$ cat config.mk
export PLATFORM = sky130hd
export DESIGN_NAME = divclk_phase_cal
export DESIGN_NICKNAME = d
export VERILOG_FILES = /design/src/rtl/divclk_phase_cal.sv
export SDC_FILE = /design/constraint.sdc
export NUM_CORES = 1
export LEC_CHECK = 0
export BUFFER_PORTS_ARGS = -buffer_cell sky130_fd_sc_hd__clkbuf_2
export CAP_MARGIN = 10
export CORE_MARGIN = 2
export CORE_UTILIZATION = 30
export CTS_CLUSTER_SIZE = 12
export DETAILED_ROUTE_END_ITERATION = 16
export PLACE_DENSITY_LB_ADDON = 0.3
export SLEW_MARGIN = 20
export SYNTH_ARGS = -nofsm -noshare
export SYNTH_HDL_FRONTEND = slang
export SYNTH_SLANG_ARGS = --single-unit
$ cat constraint.sdc
create_clock -name clk -period 2.05 [get_ports clk]
set_clock_uncertainty 0.1 [all_clocks]
set_input_delay 0.41 -clock clk [delete_from_list [all_inputs] [get_ports clk]]
set_output_delay 0.41 -clock clk [all_outputs]
set_load 0.05 [all_outputs]
$ cat src/rtl/divclk_phase_cal.sv
module divclk_phase_cal #(
  parameter int LANES  = 8,
  parameter int TAP_W  = 6,
  parameter int SETTLE = 16
) (
  input  logic                                  clk,
  input  logic                                  rst,
  input  logic                                  stage_prev_done,
  input  logic                                  start,
  input  logic                                  handoff_ok,
  output logic                                  step_up,
  output logic                                  step_down,
  output logic [(LANES>1?$clog2(LANES):1)-1:0]  lane_idx,
  output logic [LANES-1:0]                      inv_sel,
  output logic                                  cal_done
);
  localparam int LW = (LANES > 1) ? $clog2(LANES) : 1;
  localparam int TW = (SETTLE > 1) ? $clog2(SETTLE) : 1;
  localparam logic [TAP_W-1:0] TAP_MAX = '1;

  typedef enum logic [2:0] {ST_IDLE, ST_SETTLE, ST_INC, ST_DEC, ST_NEXT, ST_DONE} st_t;
  st_t st;

  logic [TW-1:0]    tmr;
  logic [TAP_W-1:0] taps, marg, marg0;
  logic [LW-1:0]    lane;
  logic             pol;

  wire go        = start && stage_prev_done && (st == ST_IDLE || st == ST_DONE);
  wire settled   = (tmr == TW'(SETTLE - 1));
  wire last_lane = (lane == LW'(LANES - 1));

  assign step_up   = (st == ST_INC);
  assign step_down = (st == ST_DEC);
  assign lane_idx  = lane;

  always_ff @(posedge clk) begin
    if (rst) begin
      st       <= ST_IDLE;
      tmr      <= '0;
      taps     <= '0;
      marg     <= '0;
      marg0    <= '0;
      lane     <= '0;
      pol      <= 1'b0;
      inv_sel  <= '0;
      cal_done <= 1'b0;
    end else begin
      case (st)
        ST_IDLE, ST_DONE: begin
          if (go) begin
            st       <= ST_SETTLE;
            tmr      <= '0;
            taps     <= '0;
            lane     <= '0;
            pol      <= 1'b0;
            inv_sel  <= '0;
            cal_done <= 1'b0;
          end
        end
        ST_SETTLE: begin
          tmr <= tmr + 1'b1;
          if (settled) begin
            tmr <= '0;
            if (!handoff_ok || taps == TAP_MAX) begin
              marg <= taps;
              st   <= (taps == '0) ? ST_NEXT : ST_DEC;
            end else begin
              st <= ST_INC;
            end
          end
        end
        ST_INC: begin
          taps <= taps + 1'b1;
          st   <= ST_SETTLE;
        end
        ST_DEC: begin
          taps <= taps - 1'b1;
          if (taps == TAP_W'(1)) st <= ST_NEXT;
        end
        ST_NEXT: begin
          tmr  <= '0;
          taps <= '0;
          if (!pol) begin
            marg0         <= marg;
            pol           <= 1'b1;
            inv_sel[lane] <= 1'b1;
            st            <= ST_SETTLE;
          end else begin
            inv_sel[lane] <= (marg > marg0);
            pol           <= 1'b0;
            if (last_lane) begin
              st       <= ST_DONE;
              cal_done <= 1'b1;
            end else begin
              lane <= lane + 1'b1;
              st   <= ST_SETTLE;
            end
          end
        end
        default: st <= ST_IDLE;
      endcase
    end
  end

  logic [TAP_W:0] net;
  always_ff @(posedge clk) begin
    if (rst) net <= '0;
    else     net <= net + (TAP_W+1)'(step_up) - (TAP_W+1)'(step_down);
  end

  p_one_strobe_r8: assert property (@(posedge clk) disable iff (rst)
    !(step_up && step_down));

  p_net_zero_r8: assert property (@(posedge clk) disable iff (rst)
    (st == ST_NEXT) |-> (net == '0));

  p_no_early_step_r3: assert property (@(posedge clk) disable iff (rst)
    (st == ST_SETTLE && !settled) |=> !step_up);

  p_tap_cap_r5: assert property (@(posedge clk) disable iff (rst)
    step_up |-> (net < (TAP_W+1)'(TAP_MAX)));

  p_second_pol_r6: assert property (@(posedge clk) disable iff (rst)
    (st == ST_SETTLE && pol) |-> inv_sel[lane]);

  p_lane_order_r9: assert property (@(posedge clk) disable iff (rst)
    (lane != $past(lane)) |-> (lane == $past(lane) + 1'b1 || lane == '0));

  p_done_hold_r10: assert property (@(posedge clk) disable iff (rst)
    (cal_done && $past(cal_done)) |-> $stable(inv_sel));

  p_busy_ignore_r10: assert property (@(posedge clk) disable iff (rst)
    (st == ST_SETTLE && start) |=> (st != ST_IDLE && st != ST_DONE) || cal_done);
endmodule

==> results.md <==
* CTS Buffer Depth at 2
* Required @ worst endpoint at 1.54 ns
* Vias in the first global route at 1,890
* Minimum clock period at 1.867 ns
* Net total in the final layout at 306
* First drt pass iteration count at 4
* Ys Warns at 0
* DRT iter0 DRCs at 127
* Post-synth EDFFs at 0
* Initial antenna violation count at 0
* Worst slew margin at 0.6829
* Avg Cell Area, Syn at 8.372 µm²
* Largest net degree at the start of global routing at 19
* Hold Buf Count CTS at 0
* Final ANT Viol Nets at 0
* Clk Latency, worst-skew pair at 0.28 ns
* Number of CTS-inserted buffers at 5
* Post-synthesis cell type count at 57
* CTS sink count at 38
* Synth top cells by count: 38 x dfxtp_1, 26 x a21oi_1, 20 x nand3_1, 20 x nor2_1, 19 x o21ai_0
* Biggest area consumer among synthesized cells: dfxtp_1
* Setup TNS at 0 ns
* Vias/cell at 5.290
* Number of port buffers at 18
* Die ar. at 8217 µm²
* Fin. Hold Viols at 0
* Post-synth top flop: dfxtp_1
* Share of the synthesized area in the top cell type at 0.3378
* Per-cell routed wire length at 14.23 µm
* Final Setup Violations at 0
* Max Fclk at 0.5357 GHz
* Area delta synth->final at 13.61%
* Sequential share of the synthesized area at 0.3378
* WS Path Type: reg -> out
* Top-count cell post-synth: dfxtp_1
* Least-Margin Pin Slew at 0.4735 ns
* Die height at 90.65 µm
* Gate Count Post-Synth at 269
* Max-slew violations at 0
* Hold WC Path Type: reg -> reg
* Status: completed
* CP max stage cell: dfxtp_2
* Die width at 90.65 µm
* Global-route wire length before repair at 9266 µm
* CTS tree: yes
* Setup crit end kind: primary output
* Fin crit share at 0.9105
* RSZ-0062 raised after global routing: no
* CP startpoint kind: flop
* CP peak stage delay at 0.55 ns
* # diodes at 0
* Final wirelength at 5491 µm
* Via count at 2,042
* GRT Total Usage at 0.1367
* Root buffer cell: clkbuf_8
* Synthesis-stage register bit count at 38
* Crit path cell chain: inv_1 -> nor2_2 -> buf_12
* Peak VDD IR at 260.5 µV
* Top post-synthesis cells by area: dfxtp_1 34%, ha_1 7.2%, a21oi_1 5.8%
* # IOs at 19
* Fillers at 781
* Pwr per Cell Area at 655.3 nW/µm²
* Multi-input gate area at 1341 µm²
* Crit path arrival time at 1.36 ns
* Layout cells sized above 1 at 0.1742
* Site row count at 31
* Mapped cell area at 2252 µm²
* Initial Utilization at 0.3105
* Setup Fix Bufs, Post-CTS at 0
* Asr flop ratio synth at 0
* CTS clk-pin slew, worst paths at 0.07 ns
* Detail Placement HPWL at 4005 µm
* Max-cap violation count at 0
* CP Max Fanout at 18
* Core Util, Final at 0.3528
* H-Tree Depth at 2
* Synth Net Count at 287
* FF/Latch Area at 763.2 µm²
* Leak at 0.0009239 µW
* Core Area at 7253 µm²
* DRC at 0
* Final GP Congestion at 0.8483
* Grt ovf at 0
kinds of logic (layout without fill, tap and decap cells):
logic type / Yosys count / count (layout) / share of synthesized area
multiplexers: 8 / 8 / 0.03556
AND/OR/NAND/NOR: 85 / 85 / 0.2161
XOR/XNOR: 2 / 2 / 0.007779
AO/OA/AOI/OAI: 90 / 90 / 0.2628
adder cells (fa/ha/maj): 13 / 13 / 0.07222
flip-flops: 38 / 38 / 0.3378
buffers and inverters: 33 / 51 / 0.06778
per-stage QoR:
| step | instance area [µm²] | cells | total power, µW | worst slack, ns | hold WS, ns |
|---|---|---|---|---|---|
| 2_1_floorplan | 2252 | 269 | 1087 | 0.08726 | 0.3604 |
| 3_3_place_gp | 2471 | 380 | 1169 | 0.1789 | 0.3776 |
| 3_5_place_dp | 2471 | 380 | 1173 | 0.1190 | 0.3833 |
| 4_1_cts | 2555 | 386 | 1687 | 0.06178 | 0.3970 |
| 5_1_grt | 2559 | 386 | 1766 | 0.05790 | 0.4192 |
| 6_report | 2559 | 386 | 1677 | 0.1835 | 0.3938 |
cells in the final DEF (no fill, tap or decap), types with 3 or more instances in the layout:
cell	instances
o21ai_1	3
clkbuf_8	6
a31o_2	4
clkbuf_2	17
nor2b_1	5
nor2_1	19
inv_1	16
nand4_1	5
a31oi_1	6
a211oi_1	3
nand2b_1	3
nand3_1	20
mux2i_1	8
a21oi_1	26
nand2_1	11
o311ai_0	8
o21ai_0	19
dfxtp_1	36
buf_4	11
ha_1	13
sequential cells by signal, indices dropped and copies added, names as in the netlist:
register,cells
lane_idx,3
marg,6
tmr,4
marg0,6
taps,6
pol,1
cal_done,1
st,3
inv_sel,8
routing by layer:
layer | vias to the layer above | GRT usage | wire length, µm
li1 | 1043 | - | -
met5 | - | 0 | 0
met2 | 39 | 0.2034 | 2405
met4 | 0 | 0.05128 | 83
met3 | 7 | 0.02254 | 193
met1 | 953 | 0.1973 | 2808
what timing repair did:
item                                    in CTS  in global routing
resized for setup                            1                  2
gates cloned                                 0                  0
pin swaps                                    0                  0
endpoints found under the setup margin       2                  5
power breakdown:
part | switching [µW] | internal [µW] | total [µW]
logic | 202 | 148 | 351
clock network | 255 | 260 | 515
registers | 52.0 | 759 | 811
total | 509 | 1170 | 1680
final cells by class:
class	instances	area share
clock buffer	6	0.03227
inverter	16	0.02347
multi-input combinational	198	0.5242
sequential	38	0.2983
tap	99	0.04841
timing repair buffer	29	0.07335
path summary, 6_finish.rpt:
check	start	end	slack (ns)	cells after the start
setup / recovery	st[0]	step_down	0.18	3
setup reg to reg	st[0]	inv_sel[7]	0.29	4
hold / removal	cal_done	cal_done	0.39	1
hold reg to reg	cal_done	cal_done	0.39	1
critical path, delay by kind of cell (launching register included):
kind,cells,cell delay [ns]
DFF,1,0.55
and+or+nand+nor,1,0.22
buffers and inverters,2,0.31
Power figures use the tool's default switching activity.
